--- config.mk ---
export PLATFORM = sky130hd
export DESIGN_NAME = usbh_irq_status
export DESIGN_NICKNAME = d
export VERILOG_FILES = /design/src/rtl/usbh_irq_pkg.sv /design/src/rtl/usbh_irq_flagbank.sv /design/src/rtl/usbh_irq_ovrcnt.sv /design/src/rtl/usbh_wb_gate.sv /design/src/rtl/usbh_irq_status.sv
export SDC_FILE = /design/constraint.sdc
export NUM_CORES = 1
export LEC_CHECK = 0
export BUFFER_PORTS_ARGS = -buffer_cell sky130_fd_sc_hd__clkbuf_2
export CORE_UTILIZATION = 40
export DETAILED_ROUTE_END_ITERATION = 8
export GPL_TIMING_DRIVEN = 0
export HOLD_SLACK_MARGIN = 0.12
export PLACE_DENSITY = 0.73
export SLEW_MARGIN = 20
export SYNTH_ARGS = -nofsm -noshare
export SYNTH_HDL_FRONTEND = slang
export SYNTH_HIERARCHICAL = 1
export SYNTH_SLANG_ARGS = --single-unit
--- constraint.sdc ---
create_clock -name clk -period 0.9 [get_ports clk]
set_input_delay 0.09 -clock clk [delete_from_list [all_inputs] [get_ports clk]]
set_output_delay 0.09 -clock clk [all_outputs]
set_load 0.02 [all_outputs]
--- src/rtl/usbh_irq_pkg.sv ---
package usbh_irq_pkg;
  localparam int NFLAG   = 5;
  // status bit positions (software decodes these)
  localparam int B_SO    = 0;
  localparam int B_WDH   = 1;
  localparam int B_SOF   = 2;
  localparam int B_RD    = 3;
  localparam int B_UE    = 4;
  localparam int CNT_LSB = 8;
  localparam int A_STAT  = 0;
  localparam int A_MASK  = 1;
endpackage

--- src/rtl/usbh_irq_flagbank.sv ---
module usbh_irq_flagbank #(
  parameter int NF = 5
) (
  input  logic          clk,
  input  logic          rst,
  input  logic [NF-1:0] set_i,
  input  logic [NF-1:0] clr_i,
  output logic [NF-1:0] flags_o
);
  for (genvar i = 0; i < NF; i++) begin : g_bit
    logic f_q;
    always_ff @(posedge clk) begin
      if (rst)           f_q <= 1'b0;
      else if (set_i[i]) f_q <= 1'b1;   // set beats clear
      else if (clr_i[i]) f_q <= 1'b0;
    end
    assign flags_o[i] = f_q;
  end
endmodule

--- src/rtl/usbh_irq_ovrcnt.sv ---
module usbh_irq_ovrcnt #(
  parameter int CNT_W = 2
) (
  input  logic             clk,
  input  logic             rst,
  input  logic             inc_i,
  output logic [CNT_W-1:0] cnt_o
);
  always_ff @(posedge clk) begin
    if (rst)        cnt_o <= '0;
    else if (inc_i) cnt_o <= cnt_o + 1'b1;
  end
endmodule

--- src/rtl/usbh_wb_gate.sv ---
module usbh_wb_gate (
  input  logic clk,
  input  logic rst,
  input  logic req_i,
  input  logic done_i,
  input  logic hold_i,   // done-head flag
  output logic grant_o
);
  logic pend_q, busy_q, want, go;

  assign want = pend_q | req_i;
  assign go   = want & ~hold_i & ~busy_q;

  always_ff @(posedge clk) begin
    if (rst) begin
      pend_q  <= 1'b0;
      busy_q  <= 1'b0;
      grant_o <= 1'b0;
    end else begin
      grant_o <= go;
      pend_q  <= want & ~go;
      if (go)          busy_q <= 1'b1;
      else if (done_i) busy_q <= 1'b0;
    end
  end
endmodule

--- src/rtl/usbh_irq_status.sv ---
module usbh_irq_status
  import usbh_irq_pkg::*;
#(
  parameter int DATA_W = 16,
  parameter int ADDR_W = 2,
  parameter int CNT_W  = 2
) (
  input  logic              clk,
  input  logic              rst,
  input  logic              ev_sys_err,
  input  logic              ev_resume,
  input  logic              sw_resume_active,
  input  logic              ev_sof,
  input  logic              ev_sched_ovr,
  input  logic              wb_req,
  input  logic              wb_done,
  output logic              wb_grant,
  input  logic              reg_wr,
  input  logic [ADDR_W-1:0] reg_addr,
  input  logic [DATA_W-1:0] reg_wdata,
  output logic [DATA_W-1:0] rd_data,
  output logic              irq
);
  localparam int NF = NFLAG;

  logic [NF-1:0]    flags_q, set_v, clr_v, mask_q;
  logic [CNT_W-1:0] cnt_q;
  logic             wr_stat, wr_mask;
  logic [DATA_W-1:0] stat_word, mask_word;

  assign wr_stat = reg_wr && (reg_addr == ADDR_W'(A_STAT));
  assign wr_mask = reg_wr && (reg_addr == ADDR_W'(A_MASK));

  always_comb begin
    set_v        = '0;
    set_v[B_UE]  = ev_sys_err;
    set_v[B_RD]  = ev_resume & ~sw_resume_active;
    set_v[B_SOF] = ev_sof;
    set_v[B_WDH] = wb_done;
    set_v[B_SO]  = ev_sched_ovr;
  end

  assign clr_v = wr_stat ? reg_wdata[NF-1:0] : '0;

  usbh_irq_flagbank #(.NF(NF)) u_flags (
    .clk(clk), .rst(rst), .set_i(set_v), .clr_i(clr_v), .flags_o(flags_q)
  );

  usbh_irq_ovrcnt #(.CNT_W(CNT_W)) u_cnt (
    .clk(clk), .rst(rst), .inc_i(ev_sched_ovr), .cnt_o(cnt_q)
  );

  usbh_wb_gate u_gate (
    .clk(clk), .rst(rst), .req_i(wb_req), .done_i(wb_done),
    .hold_i(flags_q[B_WDH]), .grant_o(wb_grant)
  );

  always_ff @(posedge clk) begin
    if (rst)          mask_q <= '0;
    else if (wr_mask) mask_q <= reg_wdata[NF-1:0];
  end

  always_comb begin
    stat_word                    = '0;
    stat_word[NF-1:0]            = flags_q;
    stat_word[CNT_LSB +: CNT_W]  = cnt_q;
    mask_word                    = '0;
    mask_word[NF-1:0]            = mask_q;
  end

  always_ff @(posedge clk) begin
    if (rst) begin
      rd_data <= '0;
      irq     <= 1'b0;
    end else begin
      irq <= |(flags_q & mask_q);
      if (reg_addr == ADDR_W'(A_STAT))      rd_data <= stat_word;
      else if (reg_addr == ADDR_W'(A_MASK)) rd_data <= mask_word;
      else                                  rd_data <= '0;
    end
  end
endmodule

==> results of run 1 <==
-- registers in the layout (all words and copies together) (netlist names) --
name and cells:
u_flags/g_bit.f_q 5, u_gate/pend_q 1, mask_q 5, irq 1, u_gate/grant_o 1, u_cnt/cnt_o 2, u_gate/busy_q 1, rd_data 7
-- routing by layer --
metal / GRT usage [%] / part of all wire, % / up-vias
met3: 1.75 / 3.4 / 5
met2: 29.7 / 52 / 22
met4: 9.46 / 2.8 / 0
li1: - / - / 407
met1: 16.6 / 42 / 364
met5: 0 / 0 / -
-- layout make-up --
class                      count  area [µm²]  share of cell area, %
clock buffer                   4        26.3                   1.88
inverter                       5        18.8                   1.34
sequential                    23         472                   33.8
tap                           28        35.0                   2.51
buffer                        15         116                   8.33
timing repair buffer          36         293                   20.9
multi-input combinational     65         437                   31.2
-- per-stage QoR --
stage	hold WS, ns	util [%]
global placement	0.303	52.1
detailed placement	0.305	52.1
CTS	-0.0426	59.1
global route	0.0997	61.4
finish	0.0868	61.4
floorplan	0.152	-
-- worst max-delay path, stage by stage, from the launching register on --
cell,delay [ns]
dfxtp_2,0.35
a222oi_1,0.35
a21oi_1,0.11
-- cells in the final DEF (no fill, tap or decap) --
cell           instances
inv_1                  5
buf_6                  5
nand3b_1               1
and2_1                 7
clkbuf_8               1
nor3b_2                1
dfxtp_4                1
clkbuf_2              13
a21oi_2                1
dfxtp_2                6
mux2i_1               10
nor2_4                 1
dfxtp_1               16
xnor2_1                1
nand2b_4               1
a21bo_1                1
o21ai_2                1
conb_1                 9
buf_8                  1
dlygate4sd3_1         13
clkbuf_1               2
nor2b_1                1
a222oi_1               1
a21oi_1                7
nor3_1                 7
nor4_1                 1
a22oi_1                1
buf_2                  1
nand2b_1               5
buf_4                 15
nand3b_4               1
clkbuf_4               4
nor2_1                 7
-- cells in the mapped netlist, drive strengths merged --
| library cell | count |
|---|---|
| a22oi | 1 |
| nor2b | 1 |
| conb | 1 |
| a21oi | 8 |
| inv | 5 |
| and2 | 7 |
| a21bo | 1 |
| xnor2 | 1 |
| mux2i | 10 |
| nand2b | 6 |
| nor3 | 7 |
| nor4 | 1 |
| dfxtp | 23 |
| buf | 16 |
| nor2 | 8 |
| o21ai | 1 |
| a222oi | 1 |
| nor3b | 1 |
| nand3b | 2 |
| clkbuf | 1 |
-- power groups by stage --
stage / Clock [W] / Combinational (W) / Sequential (W)
final: 0.000476 / 0.000368 / 0.00110
after floorplan: 0 / 0.000213 / 0.00113
after global routing: 0.000518 / 0.000402 / 0.00111
after detailed placement: 0 / 0.000308 / 0.00112
after CTS: 0.000489 / 0.000345 / 0.00110
after global placement: 0 / 0.000301 / 0.00112
-- worst paths after layout --
check | start | endpoint | slack [ns] | depth (start not counted)
worst min register to register | u_flags/g_bit[4].f_q$_SDFFE_PP0P_ | u_flags/g_bit[4].f_q$_SDFFE_PP0P_ | 0.48 | 2
worst max register to register | mask_q[1]$_SDFFE_PP0P_ | irq$_SDFF_PP0_ | -0.02 | 2
worst max-delay path | mask_q[1]$_SDFFE_PP0P_ | irq$_SDFF_PP0_ | -0.02 | 2
worst min-delay path | reg_addr[1] | rd_data[9]$_SDFF_PP0_ | 0.09 | 3
-- cell families after synthesis --
family / count (synthesis) / synth area share, %
AND/OR/NAND/NOR: 33 / 20.1
flip-flops: 23 / 46.0
buffers and inverters: 22 / 15.0
multiplexers: 10 / 10.0
other: 1 / 0.375
AO/OA/AOI/OAI: 12 / 7.62
XOR/XNOR: 1 / 0.875
-- repair_timing --
item	in CTS	in global routing
endpoints found under the setup margin	4	15
setup buffers	1	0
hold buffers	12	1
endpoints found under the hold margin	21	5
pin swaps	2	7
resized for setup	7	23
==> results.tsv, run 1 <==
metric	value	unit
dp_slack	-0.140	ns
antenna_found_initial	0	
cap_violations	0	
grt_pass1_vias	805	
wl	1.85	mm
routedWlPerCell	10.5	µm
layout.nets	177	
antenna_cells	0	
clock_skew	0.00851	ns
drc	0	
cellPowerDensity	1390	mW/mm²
clock-sinks	23	
fill_cells	202	
critPathMaxFanout	3	
switching_share	25.9	%
intPower	0.00144	W
synth_seq_cells	23	
yosys.area.top_type	dfxtp_1	
firstDrtPassIters	4	
track_usage	15.9	%
power.total	0.00195	W
worstSetupStartpointType	flop	
fin_crit_sh	102	%
finalMaxSlewViolations	0	
stdcell_count	176	
fp.dieW	52.0	µm
avgSynthCellArea	9.81	µm²
drive_gt1_share	35.8	%
clk_pin_slew	0.12	ns
via_count	798	
dp.cells	161	
ant_nets	0	
vdd_drop_max	0.754	mV
synth.top_cell.area_share	46.0	%
yosysSeqAreaShare	46.0	%
place_congestion	0.751	
fin_crit	0.916	ns
netlist_area	0.00100	mm²
dpl_cell_area	0.00118	mm²
cts_tree	done	
clkLatencyLatePin	0.32	ns
drtIter0Drc	9	
crit_arrival	1.12	ns
finalSetupViolations	3	
hold_violations	0	
fin_setup_tns	-0.0213	ns
clk_path_buf_depth	2	
stdcell_area	0.00140	mm²
port_buffers	23	
cp-end-kind	flop	
timing.fmax	1090	MHz
dieArea	0.00271	mm²
p_clk_share	24.4	%
grt_start_max_net_pins	14	
synth_top_cells_by_area	dfxtp_1 46%, buf_4 11%, mux2i_1 10%, and2_1 4.4%, nand2b_1 3.8%	
switchingPower	0.000505	W
p_leak	0.678	nW
crit_type	reg -> reg	
synth_cell_types	24	
die_y	52.0	µm
hold_class	in -> reg	
syn_inst	102	
seq_power_share	56.7	%
viasPerCell	4.53	
synth_warnings	6	
grt_pass1_wl	3.13	mm
grt-ovfl-total	0	
cts_made_buffers	3	
fin_ws	-0.0164	ns
ios	46	
rows	17	
area_growth	39.6	%
fp.coreArea	0.00228	mm²
comb_power_share	18.9	%
start_util	44.0	%
status	finished, violations left	
cts_root_buf	clkbuf_4	
grt_setup_unrepaired	yes	
cp.required	1.11	ns
ctsHtreeMaxLevel	1	
post-dp-hpwl	1.34	mm
violations	setup timing	
Note: power is estimated with default switching activity, not from simulation.
==> run 2: changes to the inputs <==
SETUP_SLACK_MARGIN = 0.4   (was not set)
==> run 2 against run 1 <==
  * The flow finishes with violations (hold timing, setup timing)
  * Flip-flop and latch count unchanged
  * Register-to-register slack worse by 0.06 ns
  * Sequential share of layout area up 0.28 points
  * Die area unchanged
  * Clock skew up 0.0020 ns
  * Via count down 2.6%
  * Critical path depth up 1
  * Global-route usage down 0.49 points
==> results.tsv, run 2 (synthesized netlist as in run 1, its figures left out) <==
metric	value	unit	change
status	finished, violations left		
violations	hold timing, setup timing		
via_count	777		-2.6%
ios	46		unchanged
clk_path_buf_depth	2		unchanged
hold_class	in -> reg		
final_cell_mix	19 x dfxtp_2, 14 x clkbuf_2, 11 x buf_4		
port_buffers	23		unchanged
dp.cells	161		unchanged
ant_nets	0		unchanged
finalMaxSlewViolations	0		unchanged
switching_share	26.1	%	+0.17 points
start_util	44.0	%	unchanged
fin_ws	-0.0788	ns	-0.0624 ns
seq_power_share	56.8	%	about the same
p_leak	0.689	nW	+1.7%
antenna_found_initial	0		unchanged
antenna_cells	0		unchanged
wl	1.97	mm	+6.4%
rows	17		unchanged
grt_start_max_net_pins	14		unchanged
stdcell_count	167		-5.1%
area_growth	43.3	%	
clk_pin_slew	0.13	ns	about the same
p_clk_share	23.6	%	-0.8 points
grt-ovfl-total	0		unchanged
grt_pass1_wl	2.93	mm	-6.4%
dieArea	0.00271	mm²	unchanged
timing.fmax	1020	MHz	-6.4%
layout.nets	168		-5.1%
cellPowerDensity	1370	mW/mm²	-1.3%
worstSetupStartpointType	flop		
mostFrequentLayoutCell	dfxtp_2		
cap_violations	0		unchanged
top_register	rd_data		
stdcell_area	0.00143	mm²	+2.6%
dp_slack	-0.103	ns	+0.0376 ns
holdWs	-0.0512	ns	-0.138 ns
largest_reg_flops	7		unchanged
intPower	0.00146	W	+1.0%
clock_skew	0.0105	ns	+0.00198 ns
grt_setup_unrepaired	yes		
finalSetupViolations	3		unchanged
drtIter0Drc	13		+4
fp.dieW	52.0	µm	unchanged
cp.required	1.11	ns	about the same
post-dp-hpwl	1.37	mm	+1.8%
firstDrtPassIters	4		unchanged
clkLatencyLatePin	0.31	ns	about the same
track_usage	15.4	%	-0.49 points
drive_gt1_share	55.4	%	+20 points
ctsHtreeMaxLevel	1		unchanged
hold_violations	6		+6
cts_root_buf	clkbuf_4		
drc	0		unchanged
comb_power_share	19.6	%	+0.7 points
crit_arrival	1.19	ns	+0.07 ns
clock-sinks	23		unchanged
fill_cells	184		-8.9%
dpl_cell_area	0.00121	mm²	+1.8%
cts_tree	done		
fp.coreArea	0.00228	mm²	unchanged
grt_pass1_vias	681		-15%
top_regs	rd_data x7, mask_q x5, u_flags/g_bit.f_q x5		
cts_made_buffers	3		unchanged
critPathMaxFanout	2		-1
power.total	0.00197	W	+1.2%
vdd_drop_max	0.820	mV	+8.7%
place_congestion	0.729		-2.8%
crit_type	reg -> reg		
routedWlPerCell	11.8	µm	+12%
switchingPower	0.000514	W	+1.9%
viasPerCell	4.65		+2.6%
fin_crit_sh	109	%	+6.9 points
die_y	52.0	µm	unchanged
cp-end-kind	flop		
fin_crit	0.979	ns	+0.0624 ns
run 2: what timing repair did:
action	CTS	global route
endpoints found under the setup margin	32	32
gates resized for setup	45	15
hold endpoints to repair	22	20
pin swaps	10	6
buffers inserted	2	0
cloned	0	0
run 2: cell type report:
cell class	instances	area (µm²)	area share, %
inverter	5	18.8	1.31
tap	28	35.0	2.44
sequential	23	488	34.0
clock inverter	1	5.00	0.349
buffer	17	169	11.8
clock buffer	3	22.5	1.57
multi-input combinational	65	468	32.6
timing repair buffer	25	228	15.9
run 2: worst paths after layout:
| kind | from | endpoint | slack (ns) | cells after the start |
|---|---|---|---|---|
| max | u_flags/g_bit[1].f_q$_SDFFE_PP0P_ | irq$_SDFF_PP0_ | -0.08 | 3 |
| min | reg_addr[1] | rd_data[2]$_SDFF_PP0_ | -0.05 | 2 |
| max reg2reg | u_flags/g_bit[1].f_q$_SDFFE_PP0P_ | irq$_SDFF_PP0_ | -0.08 | 3 |
| min reg2reg | u_cnt/cnt_o[1]$_SDFFE_PP0P_ | rd_data[9]$_SDFF_PP0_ | 0.47 | 1 |
run 2: power by group through the flow:
stage	logic, W	clock network (W)	registers, W
2_1_floorplan	0.000221	0	0.00113
3_3_place_gp	0.000311	0	0.00112
3_5_place_dp	0.000316	0	0.00112
4_1_cts	0.000363	0.000489	0.00111
5_1_grt	0.000417	0.000536	0.00113
6_report	0.000387	0.000465	0.00112
run 2: routing by layer:
metal | routed length (µm) | global-route usage, % | part of all wire [%] | up-vias
met1 | 789 | 16.8 | 40 | 353
met3 | 114 | 2.92 | 5.8 | 2
met2 | 1050 | 27.6 | 53 | 32
met5 | 0 | 0 | 0 | -
met4 | 15 | 8.11 | 0.76 | 0
li1 | - | - | - | 390
run 2: critical path, cell delays in order, from the launching register on:
cell      delay, ns
dfxtp_2        0.35
buf_6          0.11
a222oi_1       0.32
a21oi_1        0.11
run 2: stage by stage:
stage	setup TNS [ns]	util, %
4_1_cts	-0.125	61.1
2_1_floorplan	-0.0151	-
3_3_place_gp	-0.795	53.0
3_5_place_dp	-1.05	53.0
5_1_grt	-0.296	63.0
6_report	-0.137	63.0
==> run 3: changes to the inputs <==
PLACE_DENSITY = not set   (was 0.73)
PLACE_DENSITY_LB_ADDON = 0.3   (was not set)
==> run 3 against run 2 <==
  * The run still ends with hold timing, setup timing left
  * Core utilization rose by 2.1 points
  * Global-route usage rose by 0.53 points
  * Worst setup slack worse by 0.016 ns
  * Critical endpoint unchanged
  * Highest routed layer unchanged
==> results.tsv, run 3 (synthesized netlist as in run 1, its figures left out) <==
metric	value	unit	change
dp.cells	161		unchanged
clock-sinks	23		unchanged
violations	hold timing, setup timing		
routedWlPerCell	11.6	µm	-1.6%
layout.nets	170		+1.2%
hold_violations	4		-2
final_cell_mix	20 x dfxtp_2, 13 x clkbuf_2, 13 x buf_4		
clkLatencyLatePin	0.30	ns	about the same
fin_ws	-0.0947	ns	-0.0159 ns
place_congestion	0.744		+2.0%
finalMaxSlewViolations	0		unchanged
post-dp-hpwl	1.28	mm	-6.5%
port_buffers	23		unchanged
critPathMaxFanout	2		unchanged
stdcell_count	169		+1.2%
min_from	reg_addr[1]		
r2r_start	u_flags/g_bit[1].f_q$_SDFFE_PP0P_		
via_count	751		-3.3%
timing.fmax	1010	MHz	-1.6%
crit_type	reg -> reg		
cts_made_buffers	3		unchanged
cellPowerDensity	1350	mW/mm²	-1.7%
drive_gt1_share	60.3	%	+4.9 points
start_util	44.0	%	unchanged
fin_crit_sh	111	%	+1.8 points
clk_pin_slew	0.12	ns	about the same
cp-end-kind	flop		
firstDrtPassIters	5		+1
switching_share	26.3	%	+0.19 points
antenna_cells	0		unchanged
status	finished, violations left		
drc	0		unchanged
viasPerCell	4.44		-4.5%
slowest_stage	dfxtp_2		
grt_pass1_vias	759		+11%
p_clk_share	23.5	%	about the same
switchingPower	0.000526	W	+2.3%
crit_chain	buf_6 -> a222oi_1 -> a21oi_1		
mostFrequentLayoutCell	dfxtp_2		
fill_cells	188		+2.2%
drtIter0Drc	11		-2
cts_root_buf	clkbuf_4		
grt_pass1_wl	3.16	mm	+7.8%
clock_skew	0.00238	ns	-0.00812 ns
die_y	52.0	µm	unchanged
crit_arrival	1.19	ns	about the same
rows	17		unchanged
worstSetupStartpointType	flop		
regArea	485	µm²	-0.51%
ant_nets	0		unchanged
dieArea	0.00271	mm²	unchanged
track_usage	15.9	%	+0.53 points
comb_power_share	20.4	%	+0.8 points
grt_start_max_net_pins	14		unchanged
vdd_drop_max	0.961	mV	+17%
ff2ff_setup_slack	-0.09	ns	-0.02 ns
largest_reg_flops	7		unchanged
max_stage_delay	0.35	ns	about the same
grt_setup_unrepaired	yes		
top_regs	rd_data x7, mask_q x5, u_flags/g_bit.f_q x5		
cts_tree	done		
ctsHtreeMaxLevel	1		unchanged
seq_power_share	56.0	%	-0.8 points
fin_crit	0.995	ns	+0.0159 ns
fp.dieW	52.0	µm	unchanged
clk_path_buf_depth	2		unchanged
finalSetupViolations	2		-1
top_register	rd_data		
intPower	0.00148	W	+1.3%
wl	1.96	mm	-0.41%
area_growth	48.0	%	
fp.coreArea	0.00228	mm²	unchanged
grt-ovfl-total	0		unchanged
hold_class	in -> reg		
holdWs	-0.0703	ns	-0.0190 ns
multi_input_area	504	µm²	+7.8%
ios	46		unchanged
antenna_found_initial	0		unchanged
cp.required	1.10	ns	about the same
cp-startpoint	u_flags/g_bit[1].f_q$_SDFFE_PP0P_		
p_leak	0.700	nW	+1.6%
cap_violations	0		unchanged
run 3: changes by cell type in the layout (fill, tap and decap cells not counted), sizes merged:
| cell | previous run | this run |
|---|---|---|
| clkinv | 1 | 0 |
| buf | 26 | 29 |
run 3: what timing repair did:
action,4_1_cts,5_1_grt
buffers inserted,2,2
resized for setup,48,20
pin swaps,9,6
endpoints found under the setup margin,32,32
endpoints found under the hold margin,21,17
run 3: critical path, delay by kind of cell, from the launching register on:
| kind | cells | cell delay, ns |
|---|---|---|
| buffers and inverters | 1 | 0.11 |
| AO/OA/AOI/OAI | 2 | 0.43 |
| flip-flops | 1 | 0.35 |
run 3: worst paths after layout:
| path | to | cells after the start |
|---|---|---|
| setup / recovery | irq$_SDFF_PP0_ | 3 |
| hold / removal | rd_data[0]$_SDFF_PP0_ | 2 |
| setup reg to reg | irq$_SDFF_PP0_ | 3 |
| hold reg to reg | u_flags/g_bit[2].f_q$_SDFFE_PP0P_ | 2 |
run 3: routing by layer:
metal | up-vias | track usage (%) | routed length, µm
li1 | 395 | - | -
met1 | 329 | 18.2 | 850
met2 | 23 | 29.1 | 971
met3 | 4 | 2.92 | 102
met4 | 0 | 5.41 | 33
met5 | - | 0 | 0
run 3: per-stage QoR:
step | TNS [ns] | total power [W] | instance area (µm²) | util, % | setup WS, ns
after CTS | -0.141 | 0.00198 | 1420 | 62.2 | -0.105
final | -0.172 | 0.00200 | 1480 | 65.1 | -0.0947
after floorplan | -0.0151 | 0.00135 | 1060 | - | -0.0151
after detailed placement | -1.01 | 0.00144 | 1210 | 53.0 | -0.0911
after global routing | -0.314 | 0.00210 | 1480 | 65.1 | -0.193
after global placement | -0.756 | 0.00143 | 1210 | 53.0 | -0.117
run 3: layout make-up:
| class | count | share of cell area, % |
|---|---|---|
| clock buffer | 4 | 1.77 |
| tap | 28 | 2.36 |
| inverter | 5 | 1.27 |
| sequential | 23 | 32.8 |
| multi-input combinational | 65 | 34.0 |
| timing repair buffer | 27 | 16.4 |
| buffer | 17 | 11.4 |
run 3: power groups by stage:
stage          combinational (W)  sequential [W]  clock [W]
2_1_floorplan           0.000221         0.00113          0
3_3_place_gp            0.000310         0.00112          0
3_5_place_dp            0.000315         0.00112          0
4_1_cts                 0.000374         0.00111   0.000491
5_1_grt                 0.000443         0.00113   0.000525
6_report                0.000409         0.00112   0.000471
